## src/rtl/intx_pkg.sv

```systemverilog
package intx_pkg;
  localparam int WIRES  = 4;
  localparam int WIRE_W = 2;

  typedef logic [WIRES-1:0] wvec_t;

  // Move bit x of a port's local wires to shared position (x + sh) mod WIRES.
  function automatic wvec_t rotate_wires(wvec_t v, int sh);
    wvec_t r;
    for (int x = 0; x < WIRES; x++) begin
      r[(x + sh) % WIRES] = v[x];
    end
    return r;
  endfunction
endpackage

```

## src/rtl/intx_port_bank.sv

```systemverilog
module intx_port_bank
  import intx_pkg::*;
#(
  parameter int NUM_PORTS = 4,
  localparam int PORT_W = (NUM_PORTS > 1) ? $clog2(NUM_PORTS) : 1
) (
  input  logic                 clk,
  input  logic                 rst,
  input  logic                 in_valid,
  input  logic [PORT_W-1:0]    in_port,
  input  logic [WIRE_W-1:0]    in_wire,
  input  logic                 in_assert,
  input  logic [NUM_PORTS-1:0] link_down,
  output wvec_t                merged
);

  logic [NUM_PORTS-1:0][WIRES-1:0] rotated;

  for (genvar n = 0; n < NUM_PORTS; n++) begin : g_port
    wvec_t lvl_q;
    logic  hit;

    assign hit = in_valid && (in_port == PORT_W'(n));

    always_ff @(posedge clk) begin
      if (rst || link_down[n]) begin
        lvl_q <= '0;
      end else if (hit) begin
        lvl_q[in_wire] <= in_assert;
      end
    end

    assign rotated[n] = rotate_wires(lvl_q, n);

    // a link-down leaves the port with no level held
    p_link_clear_r5: assert property (@(posedge clk) disable iff (rst)
      link_down[n] |=> (lvl_q == '0));

    // an accepted message leaves the addressed bit at the message value
    p_level_set_r2: assert property (@(posedge clk) disable iff (rst)
      (hit && !link_down[n]) |=> (lvl_q[$past(in_wire)] == $past(in_assert)));
  end

  always_comb begin
    merged = '0;
    for (int n = 0; n < NUM_PORTS; n++) begin
      merged = merged | rotated[n];
    end
  end

endmodule

```

## src/rtl/intx_edge_tracker.sv

```systemverilog
module intx_edge_tracker
  import intx_pkg::*;
(
  input  logic              clk,
  input  logic              rst,
  input  wvec_t             merged,
  input  logic              out_ready,
  output logic              out_valid,
  output logic [WIRE_W-1:0] out_wire,
  output logic              out_assert
);

  wvec_t             told_q;
  wvec_t             pend;
  logic [WIRE_W-1:0] pick;
  logic              load;

  // A wire is pending exactly while its level differs from what was reported,
  // so a change that reverts cancels itself.
  assign pend = merged ^ told_q;

  always_comb begin
    pick = '0;
    for (int i = WIRES - 1; i >= 0; i--) begin
      if (pend[i]) pick = WIRE_W'(i);
    end
  end

  assign load = (|pend) && (!out_valid || out_ready);

  always_ff @(posedge clk) begin
    if (rst) begin
      told_q     <= '0;
      out_valid  <= 1'b0;
      out_wire   <= '0;
      out_assert <= 1'b0;
    end else if (load) begin
      told_q[pick] <= merged[pick];
      out_valid    <= 1'b1;
      out_wire     <= pick;
      out_assert   <= merged[pick];
    end else if (out_ready) begin
      out_valid <= 1'b0;
    end
  end

  // a stalled message is held unchanged
  p_hold_r8: assert property (@(posedge clk) disable iff (rst)
    (out_valid && !out_ready) |=>
      (out_valid && $stable(out_wire) && $stable(out_assert)));

  // any merged level that differs from the reported one yields a message
  p_drain_r4: assert property (@(posedge clk) disable iff (rst)
    (|pend) |=> out_valid);

endmodule

```

## src/rtl/intx_vw_merge.sv

```systemverilog
module intx_vw_merge
  import intx_pkg::*;
#(
  parameter int NUM_PORTS = 4,
  localparam int PORT_W = (NUM_PORTS > 1) ? $clog2(NUM_PORTS) : 1
) (
  input  logic                 clk,
  input  logic                 rst,
  input  logic                 in_valid,
  input  logic [PORT_W-1:0]    in_port,
  input  logic [1:0]           in_wire,
  input  logic                 in_assert,
  input  logic [NUM_PORTS-1:0] link_down,
  input  logic                 out_ready,
  output logic                 out_valid,
  output logic [1:0]           out_wire,
  output logic                 out_assert
);

  wvec_t merged;

  intx_port_bank #(.NUM_PORTS(NUM_PORTS)) u_bank (
    .clk       (clk),
    .rst       (rst),
    .in_valid  (in_valid),
    .in_port   (in_port),
    .in_wire   (in_wire),
    .in_assert (in_assert),
    .link_down (link_down),
    .merged    (merged)
  );

  intx_edge_tracker u_track (
    .clk        (clk),
    .rst        (rst),
    .merged     (merged),
    .out_ready  (out_ready),
    .out_valid  (out_valid),
    .out_wire   (out_wire),
    .out_assert (out_assert)
  );

endmodule

```

## config.mk

```make
export PLATFORM = sky130hd
export DESIGN_NAME = intx_vw_merge
export DESIGN_NICKNAME = d
export VERILOG_FILES = /design/src/rtl/intx_pkg.sv /design/src/rtl/intx_port_bank.sv /design/src/rtl/intx_edge_tracker.sv /design/src/rtl/intx_vw_merge.sv
export SDC_FILE = /design/constraint.sdc
export NUM_CORES = 1
export LEC_CHECK = 0
export ABC_AREA = 1
export BUFFER_PORTS_ARGS = -buffer_cell sky130_fd_sc_hd__buf_4
export CAP_MARGIN = 30
export CORE_MARGIN = 10
export CORE_UTILIZATION = 56
export CTS_CLUSTER_DIAMETER = 30
export DETAILED_ROUTE_END_ITERATION = 10
export GPL_ROUTABILITY_DRIVEN = 0
export MAX_ROUTING_LAYER = met4
export PLACE_DENSITY = 0.82
export SETUP_SLACK_MARGIN = 0.05
export SLEW_MARGIN = 20
export SYNTH_ARGS = -nofsm -noshare
export SYNTH_HDL_FRONTEND = slang
export SYNTH_SLANG_ARGS = --single-unit
```

## constraint.sdc

```tcl
create_clock -name clk -period 1.7 [get_ports clk]
set_input_delay 0.34 -clock clk [delete_from_list [all_inputs] [get_ports clk]]
set_output_delay 0.34 -clock clk [all_outputs]
set_load 0.005 [all_outputs]
```

Yosys cells after proc, flatten, opt, wreduce, memory -nomap -nowiden
Index checks and enable logic that the tools add are counted.

storage, ports and cells
  output and inout bits = 4
  bits in writable memories = 0
  ROM bits = 0
  input port bits = 13
  bits in latches = 0
  register bits = 24
  memories kept = 0

operators by class
  bitwise logic cells = 4
  reduce and logical (&&, ||, !) cells = 16
  $lt $le $gt $ge = 4
  shift-type cells = 0
  add/subtract/negate cells = 0
  div/mod/pow operators = 0
  mux-type cells = 17
  multiply operators = 0
  equal/unequal tests = 3

operators with widths
  cell                count
  $bwmux 4            5
  $or 4x4->4          3
  $mux 2              4
  $logic_and 1x1->1   7
  $lt 2x3->1 const B  2
  $logic_or 1x1->1    5
  $mux 1              5
  $demux 1 s2         2
  $eq 2x2->1 const B  2
  $ge 2x1->1 const B  2
  $reduce_or 4->1     1
  $xor 4x4->4         1
  $bmux 1 s2          1
  $eq 2x1->1 const B  1
  $logic_not 2->1     1
  $reduce_bool 2->1   1
  $logic_not 1->1     1

Depth between registers and ports, before layout
  word-level depth = 13
  depth in mapped cells = 12

Hierarchy
Synthesis repeated with hierarchy kept, for this count alone.

unflattened totals
  cell total of the unflattened synthesis = 229
  area, all modules = 1332.5 µm²

by module, submodules not included
  module             cells an instance  times used  area an instance (µm²)
  intx_port_bank     134                1           782.0
  intx_edge_tracker  95                 1           550.5

Worst setup path after synthesis
OpenSTA, ideal clock, no wires.

  kind = register to register
  start point = register u_bank.g_port[3].lvl_q[3]
  end point = register u_track.told_q[0]
  stages on the path, launching flop included = 13
  setup slack = 0.433 ns
  data arrival time = 1.158 ns
  period minus slack after synthesis = 1.267 ns
  cell sequence = dfxtp_1 nor2_2 nand2_1 nand2_1 nand2_1 nand2_1 nand2_2 nand2_4 inv_2 nor2_1 nand4_1 nand2_1 inv_1

between the ends
  word-level cells in the longest chain between the ends = 10

ends and longest elaborated chain
  element                                                                line                     RTL
  from (decl)                                                            intx_port_bank.sv:20     wvec_t lvl_q;
  from (signal, indexed assignment)                                      intx_port_bank.sv:29     lvl_q[in_wire] <= in_assert;
  $or 4x4->4 (*)                                                         intx_port_bank.sv:47     merged = merged | rotated[n];
  $xor 4x4->4                                                            intx_edge_tracker.sv:20  assign pend = merged ^ told_q;
  $mux 2 (3 in a row)                                                    intx_edge_tracker.sv:25  if (pend[i]) pick = WIRE_W'(i);
  $lt 2x3->1 (implied by the code) / $ge 2x1->1 (equally long branches)  intx_edge_tracker.sv:38  told_q[pick] <= merged[pick];
  $logic_and 1x1->1 (implied by the code)                                intx_edge_tracker.sv:38
  $mux 1 (implied by the code)                                           intx_edge_tracker.sv:38
  $demux 1 s2                                                            -
  $bwmux 4                                                               intx_edge_tracker.sv:38
  to (signal, indexed assignment)                                        intx_edge_tracker.sv:38
  to (decl)                                                              intx_edge_tracker.sv:13  wvec_t told_q;

Every way passes the cells marked *; elsewhere a longest branch is shown, timed or not. The select of a mux whose other input is x is not followed.
A chain may end at the register's enable or synchronous reset.

Final worst setup path
  start point = register u_bank.g_port[1].lvl_q[1]
  end point = register u_track.told_q[0]

between the ends
  word-level cells in the longest chain between the ends = 12

ends and longest elaborated chain
  element                                                                line
  from (decl)                                                            intx_port_bank.sv:20
  from (signal, indexed assignment)                                      intx_port_bank.sv:29
  $or 4x4->4 (*) (3 in a row)                                            intx_port_bank.sv:47
  $xor 4x4->4                                                            intx_edge_tracker.sv:20
  $mux 2 (3 in a row)                                                    intx_edge_tracker.sv:25
  $lt 2x3->1 (implied by the code) / $ge 2x1->1 (equally long branches)  intx_edge_tracker.sv:38
  $logic_and 1x1->1 (implied by the code)                                intx_edge_tracker.sv:38
  $mux 1 (implied by the code)                                           intx_edge_tracker.sv:38
  $demux 1 s2                                                            -
  $bwmux 4                                                               intx_edge_tracker.sv:38

Marks and branches as above.

==> flow_summary_export.csv <==
group,metric,value,unit
logic_synthesis,ys_seq_elements,24,
floorplan,die_x,68.6,um
clock_network,numClockSinks,24,
cells_and_area,num_antenna_cells,0,
logic_synthesis,synthesis.area,0.00132,mm^2
status,outcome,"completed",
drt,drc,0,
timing,finalHoldViolCount,0,
drt,post_drt_wl_per_cell,13.2,um
floorplan,core-area,0.00223,mm^2
logic_synthesis,ys_seq_area_share,36.3,%
timing,setup_viol,0,
floorplan,num_rows,17,
timing,fin_skew,0.000859,ns
power_and_ir_drop,leakage,0.718,nW
clock_network,cts_root_buffer,"clkbuf_4",
drt,dr.pass1.iters,4,
clock_network,h-tree-depth,1,
logic_synthesis,ys_async_sr_fraction,0,%
logic_synthesis,synthCells,199,
logic_synthesis,synth_area_leaders,"dfxtp_1 36%, nand2_1 11%, inv_1 7.9%, nor2_1 6.5%, a21oi_1 5.3%",
timing,fmax,674,MHz
clock_network,cts_tree,"built",
timing,finalMaxSlewViolations,0,
floorplan,pin_count,17,
logic_synthesis,synth.yosys.warnings,0,
floorplan,die_h,68.6,um
timing,worst_hold_slack,0.170,ns
floorplan,dieArea,0.00471,mm^2
global_routing,grt_pass1_vias,1257,
timing,worstMarginPinSlew,0.502,ns
drt,drt_wl_total,3250,um
timing,slew_headroom,66.4,%
drt,drtIter0Drc,69,
setup_path,worstPathRequired,1.94,ns
cells_and_area,multi_input_area,722,um^2
place,dp_hpwl,2630,um
drt,vias,1371,
setup_path,cp_max_fo,5,
timing,fin_crit,1.48,ns
drt,drt-vias-per-instance,5.55,
clock_network,cts_resized,0,
cells_and_area,regArea,480,um^2
logic_synthesis,synth_edf_count,0,
global_routing,gr-usage-all-layers,15.4,%
timing,rsz0062_at_grt,"no",
setup_path,endpoint_kind,"register",
clock_network,postCtsHoldBufs,0,
logic_synthesis,synth_most_common_cell,"nand2_1",
cells_and_area,nets,234,
logic_synthesis,synth_area_per_cell,6.65,um^2
drt,ant_nets,0,
setup_path,cp-start-kind,"register",
setup_path,critPathKind,"register to register",
global_routing,grt_overflow,0,
global_routing,antenna_found_initial,0,
setup_path,arrival,1.73,ns
logic_synthesis,yosysUniqueCellTypes,21,
drt,wl_met1,1460,um
timing,fin_setup_tns,0,ns
clock_network,cts_buffer_depth,2,
logic_synthesis,dominantRegCellSynth,"dfxtp_1",
drt,topRoutingLayerUsed,"met4",
job,max_cap_violations,0,
cells_and_area,drive_above_1_share,24.2,%
logic_synthesis,synth_top_cell_by_area,"dfxtp_1",
cells_and_area,fillers,208,
drt,dr_wl_met2,1490,um
logic_synthesis,synth_top_area_share,36.3,%
clock_network,post_cts_buffers,0,
logic_synthesis,netlist_top_cells_count,"39 x nand2_1, 28 x inv_1, 24 x dfxtp_1, 23 x nor2_1",
floorplan,start_util,59.3,%
cells_and_area,layout-area-overhead-vs-synth,15.3,%
clock_network,cts_inserted_buffers,3,
clock_network,clk_latency,0.32,ns
place,port-buffer-count,16,
power_and_ir_drop,peakVddDrop,937,uV
global_routing,grt_max_degree,17,
logic_synthesis,syn_nets,212,
clock_network,path_clk_slew,0.13,ns
setup_path,rrSetupSlack,0.22,ns
power_and_ir_drop,power_density,1000,mW/mm^2
drt,wl_met3,209,um
timing,post-route-period-util,87.3,%
global_routing,grt_pass1_wl,5540,um
hold_path,hold_class,"input pin to register",
==> state kept, by name (all words and copies together) (netlist names) <==
signal and cells:
u_track.out_wire 2, u_track.out_valid 1, u_track.out_assert 1, u_bank.g_port.lvl_q 16
u_track.told_q 4
==> logic make-up (layout without fill, tap and decap cells) <==
| logic type | after synthesis | in the layout | synth area share [%] |
|---|---|---|---|
| AND/OR/NAND/NOR | 106 | 106 | 39.8 |
| AO/OA/AOI/OAI | 34 | 34 | 14.0 |
| buffers and inverters | 35 | 55 | 9.92 |
| flip-flops | 24 | 24 | 36.3 |
==> metal layers <==
layer  vias to the layer above  GRT usage [%]
li1                        681              -
met2                        58           23.2
met4                         0           9.05
met1                       621           18.6
met5                         -              -
met3                        11           3.22
==> critical path, stage by stage (launching register included) <==
cell     delay (ns)
dfxtp_1        0.35
nor2_2         0.18
nand2_2        0.08
nand2_1        0.06
nand2_1        0.07
nand2_1        0.07
nand2_2        0.08
nand2_4        0.10
inv_2          0.06
nor2_2         0.13
nand4_1        0.11
nand2_1        0.08
inv_1          0.03
==> power breakdown <==
part / internal, W / switching [W]
clock network: 0.0000833 / 0.000175
logic: 0.000231 / 0.000377
registers: 0.000627 / 0.0000342
total: 0.000941 / 0.000586
==> per-stage QoR <==
step           total power (W)  std cells  instance area, um^2  worst slack, ns  util [%]
3_5_place_dp           0.00127        244                 1490            0.184      66.9
3_3_place_gp           0.00125        244                 1490            0.251      66.9
6_report               0.00153        247                 1530            0.216      68.3
4_1_cts                0.00153        247                 1520            0.165      67.9
2_1_floorplan          0.00108        199                 1320            0.433         -
5_1_grt                0.00163        247                 1530           0.0669      68.3
==> cells in the final DEF, fill, tap and decap left out <==
cell / n
nor2_2: 7
nor3_2: 1
nand3_1: 14
o21ai_1: 5
a21oi_2: 4
dfxtp_1: 24
inv_1: 28
a21oi_1: 14
nand2_1: 38
nand3_2: 2
inv_2: 5
nor2_1: 20
nor2_4: 2
nor3_1: 7
nor4_1: 2
nor2_8: 1
o21ai_0: 11
clkbuf_4: 3
nand2_4: 2
nand2_2: 7
nand4_1: 3
buf_4: 19
==> worst paths after layout <==
kind                            cells past startpoint                                   start                                endpoint
worst min register to register                      2  u_bank.g_port[0].lvl_q[0]$_SDFFE_PP0P_  u_bank.g_port[0].lvl_q[0]$_SDFFE_PP0P_
worst max register to register                     12  u_bank.g_port[1].lvl_q[1]$_SDFFE_PP0P_          u_track.told_q[0]$_SDFFE_PP0P_
worst min-delay path                                2                            link_down[2]  u_bank.g_port[2].lvl_q[1]$_SDFFE_PP0P_
worst max-delay path                               12  u_bank.g_port[1].lvl_q[1]$_SDFFE_PP0P_          u_track.told_q[0]$_SDFFE_PP0P_
==> layout make-up <==
cell class	count	area share [%]
multi-input cells	140	47.3
clock buffers	3	1.48
flip-flops and latches	24	31.5
repair buffers	19	9.34
well taps	28	2.30
inverters	33	8.11
Power figures use the tool's default switching activity.
